## src/rtl/ppt_pkg.sv

```systemverilog
package ppt_pkg;
    localparam int DW     = 8;
    localparam int MODE_W = 3;
    localparam int CTRL_W = 6;
    localparam int LANES  = 4;
    localparam int LANE_W = $clog2(LANES);

    localparam logic [MODE_W-1:0] MODE_COMPAT = 3'b000;
    localparam logic [MODE_W-1:0] MODE_EPP    = 3'b100;
    localparam logic [4:0]        XCR_LOW     = 5'b00001;

    typedef enum logic [2:0] {
        RG_NONE, RG_DATA, RG_STAT, RG_CTRL, RG_EADDR, RG_EDATA, RG_XCR
    } reg_sel_e;

    typedef struct packed {
        logic [DW-1:0]                data;
        logic [CTRL_W-1:0]            ctrl;
        logic [MODE_W-1:0]            mode;
        logic [DW-1:0]                eaddr;
        logic [LANES-1:0][DW-1:0]     edata;
        logic [DW-1:0]                rdata;
        logic                         areq;
        logic                         dreq;
        logic [DW-1:0]                ebyte;
        logic [LANE_W-1:0]            lane;
    } regs_t;
endpackage

```

## src/rtl/ppt_decode.sv

```systemverilog
module ppt_decode
    import ppt_pkg::*;
#(
    parameter int ADDR_W     = 11,
    parameter int UPPER_BASE = 'h400
) (
    input  logic [ADDR_W-1:0] addr,
    output reg_sel_e          sel,
    output logic [LANE_W-1:0] lane
);
    localparam logic [ADDR_W-1:0] XCR_ADDR = ADDR_W'(UPPER_BASE + 2);

    always_comb begin
        sel  = RG_NONE;
        lane = addr[LANE_W-1:0];
        if (addr[ADDR_W-1:3] == '0) begin
            case (addr[2:0])
                3'd0:    sel = RG_DATA;
                3'd1:    sel = RG_STAT;
                3'd2:    sel = RG_CTRL;
                3'd3:    sel = RG_EADDR;
                default: sel = RG_EDATA;
            endcase
        end else if (addr == XCR_ADDR) begin
            sel = RG_XCR;
        end
    end
endmodule

```

## src/rtl/ppt_status.sv

```systemverilog
module ppt_status
    import ppt_pkg::*;
(
    input  logic          clk,
    input  logic          rst_n,
    input  logic          epp_mode,
    input  logic          rd_stat,
    input  logic          tmo_pulse,
    input  logic          pin_busy,
    input  logic          pin_ack,
    input  logic          pin_pe,
    input  logic          pin_slct,
    input  logic          pin_err,
    input  logic          irq_pending,
    output logic [DW-1:0] stat_byte
);
    logic flag_d, flag_q;

    always_comb begin
        flag_d = flag_q;
        if (epp_mode && tmo_pulse)
            flag_d = 1'b1;
        else if (epp_mode && rd_stat)
            flag_d = 1'b0;

        stat_byte = {~pin_busy, pin_ack, pin_pe, pin_slct, pin_err, irq_pending,
                     1'b1, epp_mode ? (flag_q | tmo_pulse) : 1'b1};
    end

    always_ff @(posedge clk) begin
        if (!rst_n) flag_q <= 1'b0;
        else        flag_q <= flag_d;
    end

    AST_TMO_HOLD: assert property (@(posedge clk) disable iff (!rst_n)
        (flag_q && !rd_stat) |=> flag_q);
    AST_TMO_CLEAR: assert property (@(posedge clk) disable iff (!rst_n)
        (epp_mode && rd_stat && !tmo_pulse) |=> !flag_q);
    AST_TMO_RACE: assert property (@(posedge clk) disable iff (!rst_n)
        (epp_mode && rd_stat && tmo_pulse) |=> flag_q);
endmodule

```

## src/rtl/ppt_host_regs.sv

```systemverilog
module ppt_host_regs
    import ppt_pkg::*;
#(
    parameter int ADDR_W     = 11,
    parameter int UPPER_BASE = 'h400
) (
    input  logic              clk,
    input  logic              rst_n,
    input  logic [ADDR_W-1:0] bus_addr,
    input  logic [DW-1:0]     bus_wdata,
    input  logic              bus_we,
    input  logic              bus_re,
    output logic [DW-1:0]     bus_rdata,
    input  logic [DW-1:0]     pd_in,
    output logic [DW-1:0]     pd_out,
    output logic              pd_oe,
    input  logic              pin_busy,
    input  logic              pin_ack,
    input  logic              pin_pe,
    input  logic              pin_slct,
    input  logic              pin_err,
    input  logic              irq_pending,
    output logic [3:0]        ctrl_pins,
    output logic              irq_en,
    output logic [MODE_W-1:0] port_mode,
    input  logic              tmo_pulse,
    output logic              epp_addr_req,
    output logic              epp_data_req,
    output logic [DW-1:0]     epp_byte,
    output logic [LANE_W-1:0] epp_lane
);
    regs_t             r_d, r_q;
    reg_sel_e          sel;
    logic [LANE_W-1:0] lane;
    logic [DW-1:0]     stat_byte;
    logic              epp_mode;
    logic              rd_stat;

    assign epp_mode = (r_q.mode == MODE_EPP);
    assign rd_stat  = bus_re && (sel == RG_STAT);

    ppt_decode #(.ADDR_W(ADDR_W), .UPPER_BASE(UPPER_BASE)) u_dec (
        .addr (bus_addr),
        .sel  (sel),
        .lane (lane)
    );

    ppt_status u_stat (
        .clk         (clk),
        .rst_n       (rst_n),
        .epp_mode    (epp_mode),
        .rd_stat     (rd_stat),
        .tmo_pulse   (tmo_pulse),
        .pin_busy    (pin_busy),
        .pin_ack     (pin_ack),
        .pin_pe      (pin_pe),
        .pin_slct    (pin_slct),
        .pin_err     (pin_err),
        .irq_pending (irq_pending),
        .stat_byte   (stat_byte)
    );

    always_comb begin
        r_d      = r_q;
        r_d.areq = 1'b0;
        r_d.dreq = 1'b0;

        if (bus_re) begin
            case (sel)
                RG_DATA:  r_d.rdata = pd_in;
                RG_STAT:  r_d.rdata = stat_byte;
                RG_CTRL:  r_d.rdata = {{(DW-CTRL_W){1'b0}}, r_q.ctrl};
                RG_EADDR: r_d.rdata = epp_mode ? r_q.eaddr : '0;
                RG_EDATA: r_d.rdata = epp_mode ? r_q.edata[lane] : '0;
                RG_XCR:   r_d.rdata = {r_q.mode, XCR_LOW};
                default:  r_d.rdata = '0;
            endcase
        end

        if (bus_we) begin
            case (sel)
                RG_DATA: r_d.data = bus_wdata;
                RG_CTRL: r_d.ctrl = bus_wdata[CTRL_W-1:0];
                RG_XCR:  r_d.mode = bus_wdata[DW-1 -: MODE_W];
                RG_EADDR: if (epp_mode) begin
                    r_d.eaddr = bus_wdata;
                    r_d.areq  = 1'b1;
                    r_d.ebyte = bus_wdata;
                end
                RG_EDATA: if (epp_mode) begin
                    r_d.edata[lane] = bus_wdata;
                    r_d.dreq        = 1'b1;
                    r_d.ebyte       = bus_wdata;
                    r_d.lane        = lane;
                end
                default: ;
            endcase
        end
    end

    always_ff @(posedge clk) begin
        if (!rst_n) begin
            r_q      <= '0;
            r_q.mode <= MODE_COMPAT;
        end else begin
            r_q <= r_d;
        end
    end

    assign bus_rdata    = r_q.rdata;
    assign pd_out       = r_q.data;
    assign pd_oe        = (r_q.mode == MODE_COMPAT) || !r_q.ctrl[5];
    assign ctrl_pins    = r_q.ctrl[3:0];
    assign irq_en       = r_q.ctrl[4];
    assign port_mode    = r_q.mode;
    assign epp_addr_req = r_q.areq;
    assign epp_data_req = r_q.dreq;
    assign epp_byte     = r_q.ebyte;
    assign epp_lane     = r_q.lane;

    AST_COMPAT_DRIVE: assert property (@(posedge clk) disable iff (!rst_n)
        (port_mode == MODE_COMPAT) |-> pd_oe);
    AST_REQ_EXCL: assert property (@(posedge clk) disable iff (!rst_n)
        $onehot0({epp_addr_req, epp_data_req}));
    AST_WIN_QUIET: assert property (@(posedge clk) disable iff (!rst_n)
        (bus_we && !epp_mode && (sel == RG_EADDR || sel == RG_EDATA))
        |=> !(epp_addr_req || epp_data_req));
    AST_XCR_LOW: assert property (@(posedge clk) disable iff (!rst_n)
        (bus_re && sel == RG_XCR) |=> (bus_rdata[4:0] == XCR_LOW));
    AST_STAT_BIT1: assert property (@(posedge clk) disable iff (!rst_n)
        rd_stat |=> bus_rdata[1]);
endmodule

```

## config.mk

```make
export PLATFORM = sky130hd
export DESIGN_NAME = ppt_host_regs
export DESIGN_NICKNAME = d
export VERILOG_FILES = /design/src/rtl/ppt_pkg.sv /design/src/rtl/ppt_decode.sv /design/src/rtl/ppt_status.sv /design/src/rtl/ppt_host_regs.sv
export SDC_FILE = /design/constraint.sdc
export NUM_CORES = 1
export LEC_CHECK = 0
export ABC_AREA = 1
export BUFFER_PORTS_ARGS = -buffer_cell sky130_fd_sc_hd__buf_2
export CAP_MARGIN = 20
export CORE_MARGIN = 4
export CORE_UTILIZATION = 60
export CTS_CLUSTER_DIAMETER = 80
export DETAILED_ROUTE_END_ITERATION = 7
export GPL_TIMING_DRIVEN = 0
export PLACE_DENSITY = 0.85
export REMOVE_ABC_BUFFERS = 1
export SLEW_MARGIN = 20
export SYNTH_ARGS = -nofsm -noshare
export SYNTH_HDL_FRONTEND = slang
export SYNTH_SLANG_ARGS = --single-unit
```

## constraint.sdc

```tcl
create_clock -name clk -period 2.7 [get_ports clk]
set_clock_uncertainty 0.2 [all_clocks]
set_input_delay 0.135 -clock clk [delete_from_list [all_inputs] [get_ports clk]]
set_output_delay 0.135 -clock clk [all_outputs]
set_load 0.02 [all_outputs]
```

**After elaboration in Yosys (flattened, before gate mapping)**

Cells that the tools add are included.

- Flip-flop bits (word level): 78
- Input port bits: 38
- Output and inout port bits: 37
- Word-level logic and storage cells: 68

- Magnitude comparators: 2
- Equal/unequal tests: 13
- Multiplexer cells: 18
- Bitwise operators: 2
- Reductions and logical operators: 19

Operators with widths:

| cell | count |
|---|---|
| 8-bit one-hot mux with 6 select lines | 1 |
| 8-bit two-way mux | 5 |
| 32-bit bitwise mux | 1 |
| 8-bit binary-select mux with 2-bit select | 1 |
| 8-bit demux with 2-bit select | 1 |
| 8-bit one-hot mux with 2 select lines | 1 |
| 3-bit by 2-bit equality test with 1-bit output, second input constant | 4 |
| 3-bit equality test, second input constant | 4 |
| 3-bit one-hot mux with 4 select lines | 1 |
| 3-bit AND reduction | 4 |
| 11-bit equality test, second input constant | 1 |
| 11-bit two-way mux | 1 |
| 8-bit logical NOT | 1 |
| 3-bit by 1-bit equality test with 1-bit output, second input constant | 2 |
| 3-bit logical NOT | 2 |
| 3-bit two-way mux | 2 |
| 2-bit AND reduction | 3 |
| 1-bit logical AND | 4 |
| 1-bit two-way mux | 4 |
| 2-bit != test, second input constant | 2 |
| 4-bit AND reduction | 1 |
| 2-bit nonzero test | 2 |
| 2-bit by 3-bit less-than comparator with 1-bit output, second input constant | 1 |
| 2-bit by 1-bit greater-or-equal comparator with 1-bit output, second input constant | 1 |
| 4 further kinds | 4 |

**Logic depth before layout (Yosys ltp)**

Gate-level depths: netlist of the first run.

- Depth after elaboration: 8
- Depth in mapped cells: 14
- Mapped depth without buffers: 13

**Modules after synthesis**

A second synthesis of the first run with hierarchy kept.

- Cells, all modules: 614
- Area, all modules: 4035.1 um2

By module, submodules not included:

| module | times used | cells each | area each (um2) | seq. area each (um2) |
|---|---|---|---|---|
| ppt_host_regs | 1 | 568 | 3801.1 | 1541.5 |
| ppt_decode | 1 | 30 | 130.1 | 0.0 |
| ppt_status | 1 | 16 | 103.8 | 20.0 |

**Worst setup path after synthesis of the first run**

No wires, ideal clock.

- Path kind: in2reg
- From: input bus_addr[0]
- To: register r_q[28] in the netlist's numbering
- Setup time: 128 ps
- Data arrival time: 1416 ps
- Required time: 2372 ps
- Slack: 956 ps
- Cell stages on the path: 11
- Buffers on the path: 1
- Cell sequence: buf_4 > inv_4 > nand2_4 > nor2_2 > nand3_1 > nand2_2 > nand3_4 > nor3_4 > inv_2 > nand2_1 > a21oi_1

- Longest elaborated chain between the ends: 5
- Elaborated cells on any way between the ends: 16
- Classes of those cells: 2 x order compare; 5 x eq/ne; 6 x mux; 3 x reduce/logical

RTL lines:

| element | line | RTL |
|---|---|---|
| from (decl) | ppt_host_regs.sv:9 | `input logic [ADDR_W-1:0] bus_addr,` |
| 3-bit by 2-bit equality test with 1-bit output, or another cell as far along | ppt_decode.sv:17 | `case (addr[2:0])` |
| 3-bit one-hot mux with 4 select lines, or another cell as far along | ppt_decode.sv:17 |  |
| 3-bit two-way mux or 8-bit two-way mux (tied branches) | ppt_decode.sv:16, ppt_host_regs.sv:91 |  |
| 3-bit equality test or 8-bit demux with 2-bit select (tied branches) | ppt_host_regs.sv:81, ppt_host_regs.sv:91 |  |
| 3-bit AND reduction (no line) or 32-bit bitwise mux (tied branches) | -- |  |
| to (signal assigned) | ppt_host_regs.sv:106 | `r_q <= r_d;` |
| to (decl) | ppt_host_regs.sv:32 | `regs_t r_d, r_q;` |

Several ways; a longest one is shown, not always the timed one.
A chain may end at the register's enable or synchronous reset.

**Worst setup path after layout of the first run**

- From: input bus_addr[1]
- To: register r_q (netlist bit bus_rdata[3])

- Longest elaborated chain between the ends: 5
- Elaborated cells on any way between the ends: 18
- Classes of those cells: 10 x eq/ne; 7 x mux; 1 x reduce/logical

RTL lines:

| element | line | RTL |
|---|---|---|
| 3-bit by 2-bit equality test with 1-bit output, or another cell as far along | ppt_decode.sv:17 |  |
| 3-bit one-hot mux with 4 select lines or 3-bit two-way mux (tied branches) | ppt_decode.sv:17, ppt_decode.sv:24 |  |
| 3-bit two-way mux | ppt_decode.sv:16 | `if (addr[ADDR_W-1:3] == '0) begin` |
| 3-bit equality test, or another cell as far along | ppt_host_regs.sv:69 | `case (sel)` |
| 8-bit one-hot mux with 6 select lines (*) | ppt_host_regs.sv:69 |  |

Mark *: on every way between the ends. The rest lies on a longest branch, timed or not. The select of a mux whose other input is x is not followed.

==> run metrics, run 1 <==
Mapped Cells 599; Inserted Clock Buffers 9; worst ir drop on vdd 0.3724 mV; Synth cell types 30; Required @ worst endpoint ~2800 ps; GRT Residual Overflow 0; Routed WL about 11 mm; initial core utilization 0.6273; antenna-violating nets left 0; simple-gate share of the synthesized area 0.3171; critical path class in -> reg; Ant. Diodes 0; max-slew violations 0; clock-pin transition on the worst setup and hold timing paths 90 ps; Compound-Gate Fraction of Synth Area 0.1410; die area 8090 µm²; 1st-pass router iterations 6; Final setup viols 0; DIE WIDTH 89.95 µm; fin area approximately 4500 µm²; crit path DAT around 2700 ps; Tmin final ~2600 ps; power per standard cell area 524.9 nW/µm²; placed inst area 4129 µm²; root buf cell clkbuf_8; max incr delay on CP 560 ps; mux share of post-synthesis cell area 0; CP max stage cell dlygate4sd3_1; drt first-iter violations 354; Avg Synthesized Cell Area 6.726 µm²; Final GP Congestion 0.8937; Setup crit end kind flip-flop; CTS sink count 78; drt drc 0; initial antenna violation count 0; hpwl dp 7.284 mm; first-pass GRT wire length 17.73 mm; row count 29; Slew HR 0.3654; YS warnings 0; Placed Cells around 690; final non-filler cell total 727; worst-margin pin slew 950.5 ps; largest family of logic cells by synthesized area simple AND/OR/NAND/NOR gates; largest net degree at the start of global routing 55; CTS tree yes; Skew-Pair Late Insertion Delay 370 ps; crit-path cells dlygate4sd3_1 -> clkbuf_4 -> nand2_4 -> nand2_4 -> inv_2 -> nand2_2 -> nor2_2 -> nand4_1 -> nor2_1 -> nor2_1 -> nand2_1 -> nand2_1 -> dlygate4sd3_1 -> a21oi_1; Post-Syn Area 4029 µm²; CTS Buffer Depth 2; period utilisation layout 0.9528; status completed; drt via density 5.450; core area 6422 µm²; share of layout cells above drive strength 1 0.1877; vias in the first global route 3801; Worst Path Max Fanout 10; H-tree depth 3; leakage 2.014 nW; Min-Delay Path Class in -> reg; achievable frequency 388.7 MHz; #FFs+latches synth 78; Nets between 600 and 700; DR WL/cell approximately 15 µm; post-synthesis xor/xnor area fraction 0; P&R area growth vs syn 12.86%; vias 3962; port buffer count 74; Die Y 89.95 µm; Util after Layout 0.7080; Global Route Usage Sum 0.2700; Adder-Cell Fraction of Synth Area 0; endpoints failing hold 0; Max Cap Viol 0; startpoint class of the critical path input port; sequential area share after synthesis 0.3876; I/O Pins between 70 and 80
final timing paths:
check                             startpoint  cells after the start  slack, ps            to
worst min register to register       r_q[22]                      2        250       r_q[22]
worst min-delay path                pin_slct                      7         10  bus_rdata[4]
worst max register to register  port_mode[0]                     10        190  bus_rdata[3]
worst max-delay path             bus_addr[1]                     14        130  bus_rdata[3]
worst max-delay path: cells and delay by family:
kind / cells / cell delay (ps)
AO/OA/AOI/OAI: 1 / 120
buffers and inverters: 4 / 1370
AND/OR/NAND/NOR: 9 / 1050
placed cells by master (no fill, tap or decap):
master and count:
nand3_1 35, nand2_1 159, nand2_4 3, nor2_4 3, nor2_1 62, nand3_4 1
clkinvlp_4 2, o21ai_1 5, clkbuf_8 9, inv_2 6, nand4_4 1, bufinv_16 3
nor2_2 5, inv_6 2, dlygate4sd3_1 14, nand4_1 9, o211ai_1 4, dfxtp_1 78
a21oi_1 69, clkbuf_4 1, inv_4 3, nor3_4 1, buf_2 73, inv_1 55
clkinv_1 1, o21ai_0 23, buf_4 3, and2_1 1, nand2_2 5, nor3_1 6
a211oi_1 6, a22oi_1 1, clkinv_2 1
cells in the mapped netlist:
master | n | area share
buf_4 | 37 | 0.069
buf_2 | 8 | 0.0099
nand3_1 | 35 | 0.043
a211oi_1 | 6 | 0.011
nor2_1 | 63 | 0.059
and2_1 | 1 | 0.0016
clkbuf_1 | 7 | 0.0065
nand2_2 | 4 | 0.0062
a22oi_1 | 1 | 0.0019
a21oi_1 | 69 | 0.086
nand4_1 | 9 | 0.014
inv_1 | 56 | 0.052
nor3_4 | 1 | 0.0040
nor3_1 | 6 | 0.0075
nand2_1 | 160 | 0.15
buf_1 | 1 | 0.00093
nand2_4 | 3 | 0.0084
o21ai_1 | 5 | 0.0062
inv_2 | 6 | 0.0056
dfxtp_1 | 78 | 0.39
nor2_4 | 3 | 0.0084
nand3_4 | 1 | 0.0043
dlygate4sd1_1 | 1 | 0.0022
inv_4 | 3 | 0.0047
o211ai_1 | 4 | 0.0075
o21ai_0 | 23 | 0.029
clkbuf_2 | 2 | 0.0025
nand4_4 | 1 | 0.0053
nor2_2 | 4 | 0.0062
clkinv_1 | 1 | 0.00093
report_power, final:
group          internal (mW)  switching (mW)  total [mW]
Combinational         0.0500           0.102       0.152
Sequential              1.15        0.000148        1.15
Clock                  0.619           0.467        1.09
Total                   1.82           0.569        2.39
per-stage QoR:
step	total power [mW]	hold slack, ps	setup WS (ps)	TNS (ps)
after floorplan	1.234	70.71	785.1	0
after global placement	1.307	208.6	394.0	0
after detailed placement	1.309	220.5	371.0	0
after CTS	2.389	3.260	49.95	0
after global routing	2.453	48.71	-4.657	-4.657
final	2.387	11.48	127.5	0
cell type report:
| class | instances | area, µm² |
|---|---|---|
| Clock buffer | 9 | 123.9 |
| Clock inverter | 7 | 120.1 |
| Fill cell | 555 | 1876 |
| Inverter | 66 | 259.0 |
| Multi-Input combinational cell | 399 | 1851 |
| Sequential cell | 78 | 1562 |
| Tap cell | 77 | 96.34 |
| Timing Repair Buffer | 91 | 535.5 |
logic make-up (layout without fill, tap and decap cells):
group | count (synthesis) | after routing
buffers and inverters | 122 | 173
AO/OA/AOI/OAI | 108 | 108
AND/OR/NAND/NOR | 291 | 291
flip-flops | 78 | 78
repair_timing:
action,CTS,global route
endpoints found under the setup margin,0,1
hold buffers,14,0
buffers inserted,0,3
resized for setup,0,4
endpoints found under the hold margin,70,0
state kept, by name (all words and copies together) (netlist names):
| signal | flops |
|---|---|
| ctrl_pins | 4 |
| port_mode | 3 |
| irq_en | 1 |
| pd_out | 8 |
| u_stat.flag_q | 1 |
| epp_data_req | 1 |
| epp_byte | 8 |
| epp_addr_req | 1 |
| r_q | 41 |
| epp_lane | 2 |
| bus_rdata | 8 |
per-layer routing:
metal / vias to the layer above / routed length (µm) / global-route usage
met5: - / 0 / 0
met4: 0 / 374 / 0.1390
met3: 28 / 947 / 0.06511
met2: 185 / 5003 / 0.4405
met1: 1783 / 4493 / 0.3321
li1: 1966 / - / -
(Power assumes the default switching activity.)
==> inputs of run 2 (changes only) <==
--- a/config.mk
+++ b/config.mk
@@ -7,9 +7,9 @@
 export LEC_CHECK = 0
 export ABC_AREA = 1
 export BUFFER_PORTS_ARGS = -buffer_cell sky130_fd_sc_hd__buf_2
-export CAP_MARGIN = 20
 export CORE_MARGIN = 4
 export CORE_UTILIZATION = 60
+export CTS_BUF_LIST = sky130_fd_sc_hd__clkbuf_4
 export CTS_CLUSTER_DIAMETER = 80
 export DETAILED_ROUTE_END_ITERATION = 7
 export GPL_TIMING_DRIVEN = 0
==> run 2 against run 1 <==
  * Global-route usage up 0.41 points
  * Utilization up 1.1 points
  * First-iteration DRC count up 5.6%
  * Sequential power about the same
  * Power down 6.5%
  * Critical path depth down 4
  * Final cell count up 1.7%
  * Clock-buffer cell count unchanged
  * Critical path type is now reg -> reg
==> run metrics, run 2 (synthesized netlist as in run 1, its figures left out) <==
status completed; Ant. Diodes 0; Slew HR 0.3772; CTS Buffer Depth 2; Worst Path Max Fanout 13; Min-Delay Path Class in -> reg; Nets 695; RSZ-0062 raised after global routing no; first-pass GRT wire length 18.08 mm; worst ir drop on vdd 0.3158 mV; H-tree depth 3; switching share of total power 0.2460; leading cell type in the layout, fill and taps excluded nand2_1; share of layout cells above drive strength 1 0.1813; CTS tree yes; power per standard cell area 483.3 nW/µm²; I/O Pins 75; core area 6422 µm²; Required @ worst endpoint 2820 ps; Global Route Usage Sum 0.2741; leakage 2.030 nW; worst-margin pin slew 932.8 ps; hpwl dp between 7 and 8 mm; endpoints failing hold 0; 1st-pass router iterations 5; DR WL/cell 14.84 µm; Seq pwr share 0.516; share of total power in the clock network 0.411; clock-pin transition on the worst setup and hold timing paths 150 ps; Final GP Congestion between 0.8 and 0.9; GRT Residual Overflow 0; Routed WL approximately 11 mm; initial core utilization 0.6273; met3 global-route usage 0.05843; vias ~4.1k; drt first-iter violations 374; DIE WIDTH 89.95 µm; Die Y between 80 and 90 µm; drt drc 0; antenna-violating nets left 0; largest net degree at the start of global routing between 50 and 60; Hold WS 91.85 ps; root buf cell clkbuf_4; net load switching power 548.9 µW; setup_tns 0 ps; combinational power share 0.073; period utilisation layout 0.9293; met2 global-route usage 0.4424; startpoint class of the critical path flip-flop; P&R area growth vs syn 14.57%; Largest register FFs 41; Skew-Pair Late Insertion Delay 450 ps; drt via density approximately 5.5; Tmin final roughly 2500 ps; Top Usage Layer GRT met2; max-slew violations 0; critical path class reg -> reg; achievable frequency 398.6 MHz; die area 8090 µm²; met1 Usage GRT 0.3470; most frequent cells in the layout nand2_1 (159), dfxtp_1 (78), buf_2 (73), a21oi_1 (69), nor2_1 (62); vias in the first global route a little under 4k; port buffer count 74; Final setup viols 0; Pint 1.682 mW; Max Cap Viol 0; crit path DAT 2630 ps; initial antenna violation count 0; Reg with most FFs r_q; Setup crit end kind flip-flop; Inserted Clock Buffers 9; row count 29; CTS sink count 78
run 2: changes by cell type in the layout (fill, tap and decap cells not counted):
cell,before,now
dlygate4sd3_1,14,28
clkbuf_4,1,10
clkbuf_8,9,0
buf_4,3,1
run 2: metrics by stage:
stage,std cells,power [mW],cell area [µm²],utilization,setup WS (ps)
detailed placement,694,1.309,4129,0.6429,371.0
floorplan,543,1.234,3662,-,785.1
CTS,738,2.235,4597,0.7158,106.5
finish,739,2.231,4616,0.7187,191.0
global placement,694,1.307,4129,0.6429,394.0
global route,739,2.299,4616,0.7187,24.22
run 2: cell type report:
cell class / instances / area, µm²
inverters: 66 / 259.0
flip-flops and latches: 78 / 1562
well taps: 77 / 96.34
fillers: 534 / 1807
repair buffers: 103 / 660.6
clock inverters: 7 / 120.1
multi-input cells: 399 / 1851
clock buffers: 9 / 67.56
run 2: power by group through the flow:
stage	Clock (mW)	Sequential (mW)	Combinational, mW
finish	0.918	1.15	0.162
global route	0.970	1.15	0.178
CTS	0.927	1.15	0.157
detailed placement	0	1.18	0.132
global placement	0	1.18	0.131
floorplan	0	1.18	0.0571
run 2: layer usage:
| metal | share of wire | up-vias |
|---|---|---|
| met3 | 0.085 | 35 |
| met4 | 0.036 | 0 |
| met1 | 0.42 | 1825 |
| met5 | 0 | - |
| met2 | 0.46 | 202 |
| li1 | - | 1993 |
run 2: critical path: stages, from the launching register on:
cell	delay [ps]
dfxtp_1	420
nor2_1	100
nand2_2	240
clkinvlp_4	310
nand4_1	170
nand2_1	60
nor2_1	160
nand2_1	80
nand2_1	50
dlygate4sd3_1	540
a21oi_1	60
run 2: path summary, 6_finish.rpt:
check          startpoint  cells after the start           end  slack, ps
max reg2reg  port_mode[0]                     10  bus_rdata[3]        190
max          port_mode[0]                     10  bus_rdata[3]        190
min reg2reg       r_q[21]                      2       r_q[21]        260
min           bus_addr[2]                      5  epp_data_req         90
run 2: what timing repair did:
| action | CTS | global route |
|---|---|---|
| hold endpoints to repair | 78 | 0 |
| hold buffers | 28 | 0 |
| resized for setup | 0 | 4 |
| endpoints found under the setup margin | 0 | 6 |
| setup buffers | 0 | 1 |
==> inputs of run 3 (changes only) <==
--- a/config.mk
+++ b/config.mk
@@ -7,7 +7,7 @@
 export LEC_CHECK = 0
 export ABC_AREA = 1
 export BUFFER_PORTS_ARGS = -buffer_cell sky130_fd_sc_hd__buf_2
-export CORE_MARGIN = 4
+export CORE_MARGIN = 1
 export CORE_UTILIZATION = 60
 export CTS_BUF_LIST = sky130_fd_sc_hd__clkbuf_4
 export CTS_CLUSTER_DIAMETER = 80
==> run 3 against run 2 <==
  * The run now ends with design-rule violations left
  * Final cell count stayed put
  * Register-to-register slack better by 20 ps
  * Global-route usage is 3.5 points higher
  * Utilization is 1.1 points lower
  * Fmax is 0.16% higher
  * Clock-buffer cell count stayed put
  * Highest routed layer unchanged
==> run metrics, run 3 (synthesized netlist as in run 1, its figures left out) <==
Util after Layout 0.7072; CTS tree yes; Post-CTS Resized 0; core area 6422 µm²; Final GP Congestion about 0.94; drt via density 5.513; Routed WL about 11 mm; Reg with most FFs r_q; Tot Pwr 1.965 mW; status complete, but fails checks; leakage 2.022 nW; power per standard cell area around 430 nW/µm²; Final setup viols 0; die area about 7000 µm²; Largest register FFs a little over 40; Ant. Diodes 0; row count 29; Worst Slack Setup Final around 200 ps; dpl ws 382.0 ps; largest net degree at the start of global routing 55; drt first-iter violations approximately 340; Required @ worst endpoint 2880 ps; 1st-pass router iterations 7; DIE WIDTH between 80 and 90 µm; vias a little over 4k; share of layout cells above drive strength 1 0.1752; Die Y about 84 µm; Inserted Clock Buffers 9; P&R area growth vs syn 12.73%; Max Cap Viol 0; root buf cell clkbuf_4; Tmin final 2505 ps; clock-pin transition on the worst setup and hold timing paths approximately 130 ps; Setup crit end kind flip-flop; most frequent cells in the layout nand2_1 (160), dfxtp_1 (78), buf_2 (74), a21oi_1 (69), nor2_1 (63); worst ir drop on vdd 0.3646 mV; failing checks design-rule violations; setup_tns 0 ps; leading cell type in the layout, fill and taps excluded nand2_1; achievable frequency between 300 and 400 MHz; worst-margin pin slew 944.2 ps; H-tree depth 3; endpoints failing hold 0; crit path DAT approximately 2700 ps; critical path class in -> reg; initial core utilization 0.6273; Global Route Usage Sum 0.3090; Worst Path Max Fanout 16; period utilisation layout 0.9277; r2r setup slk 210 ps; CTS Buffer Depth 2; Min-Delay Path Class in -> reg; I/O Pins 75; antenna-violating nets left 0; Skew-Pair Late Insertion Delay 430 ps; GRT Residual Overflow 0; vias in the first global route 3794; initial antenna violation count 0; DR WL/cell 14.31 µm; RSZ-0062 raised after global routing no; Nets ~700; Slew HR 0.3705; startpoint class of the critical path input port; Hold WS around 89 ps; first-pass GRT wire length 17.31 mm; hpwl dp 7.239 mm; drt drc 10; max-slew violations 0; port buffer count 74; CTS sink count 78
[run 3: changes by cell type in the layout (fill, tap and decap cells not counted), sizes merged]
cell	previous run	this run
clkinv	2	3
inv	66	68
dlygate4sd3	28	29
clkbuf	10	9
bufinv	3	0
[run 3: final timing paths]
kind                      from       endpoint  cells past startpoint
setup / recovery   bus_addr[0]  u_stat.flag_q                     12
hold / removal     bus_addr[2]   epp_data_req                      5
setup reg to reg  port_mode[0]  u_stat.flag_q                      7
hold reg to reg        r_q[22]        r_q[22]                      2
[run 3: cell type report]
| class | instances | area, µm² |
|---|---|---|
| clock inverter | 7 | 55.05 |
| inverter | 66 | 255.2 |
| multi-input combinational | 399 | 1846 |
| tap | 77 | 96.34 |
| timing repair buffer | 103 | 660.6 |
| clock buffer | 9 | 67.56 |
| fill | 527 | 1881 |
| sequential | 78 | 1562 |
[run 3: power by group]
part           leakage [nW]  internal (mW)  total, mW  switching [mW]
clock                0.0633          0.198      0.647           0.448
sequential            0.628           1.15       1.15        0.000155
combinational          1.33         0.0636      0.168           0.104
total                  2.02           1.41       1.97           0.552
[run 3: metal layers]
layer  GRT usage  up-vias  share of wire
met5           0        -              0
met4      0.1207        0          0.031
met3     0.06627       36          0.076
met2      0.5149      190           0.46
met1      0.3902     1847           0.43
li1            -     2001              -
[run 3: worst max-delay path, cell delays in order]
cell,delay [ps]
dlygate4sd3_1,540
buf_2,240
inv_4,220
nand2_4,100
inv_1,170
nand2_1,70
nor3_1,190
nand3_1,150
nand4_1,100
o21ai_0,80
a21oi_1,110
dlygate4sd3_1,570
[run 3: stage by stage]
stage	area [µm²]	std cells
5_1_grt	4542	739
3_5_place_dp	4129	694
6_report	4542	739
2_1_floorplan	3662	543
4_1_cts	4542	739
3_3_place_gp	4129	694
[run 3: timing repair]
| item | in CTS | in global routing |
|---|---|---|
| hold endpoints to repair | 78 | 0 |
| setup buffers | 0 | 0 |
| hold buffers | 29 | 0 |
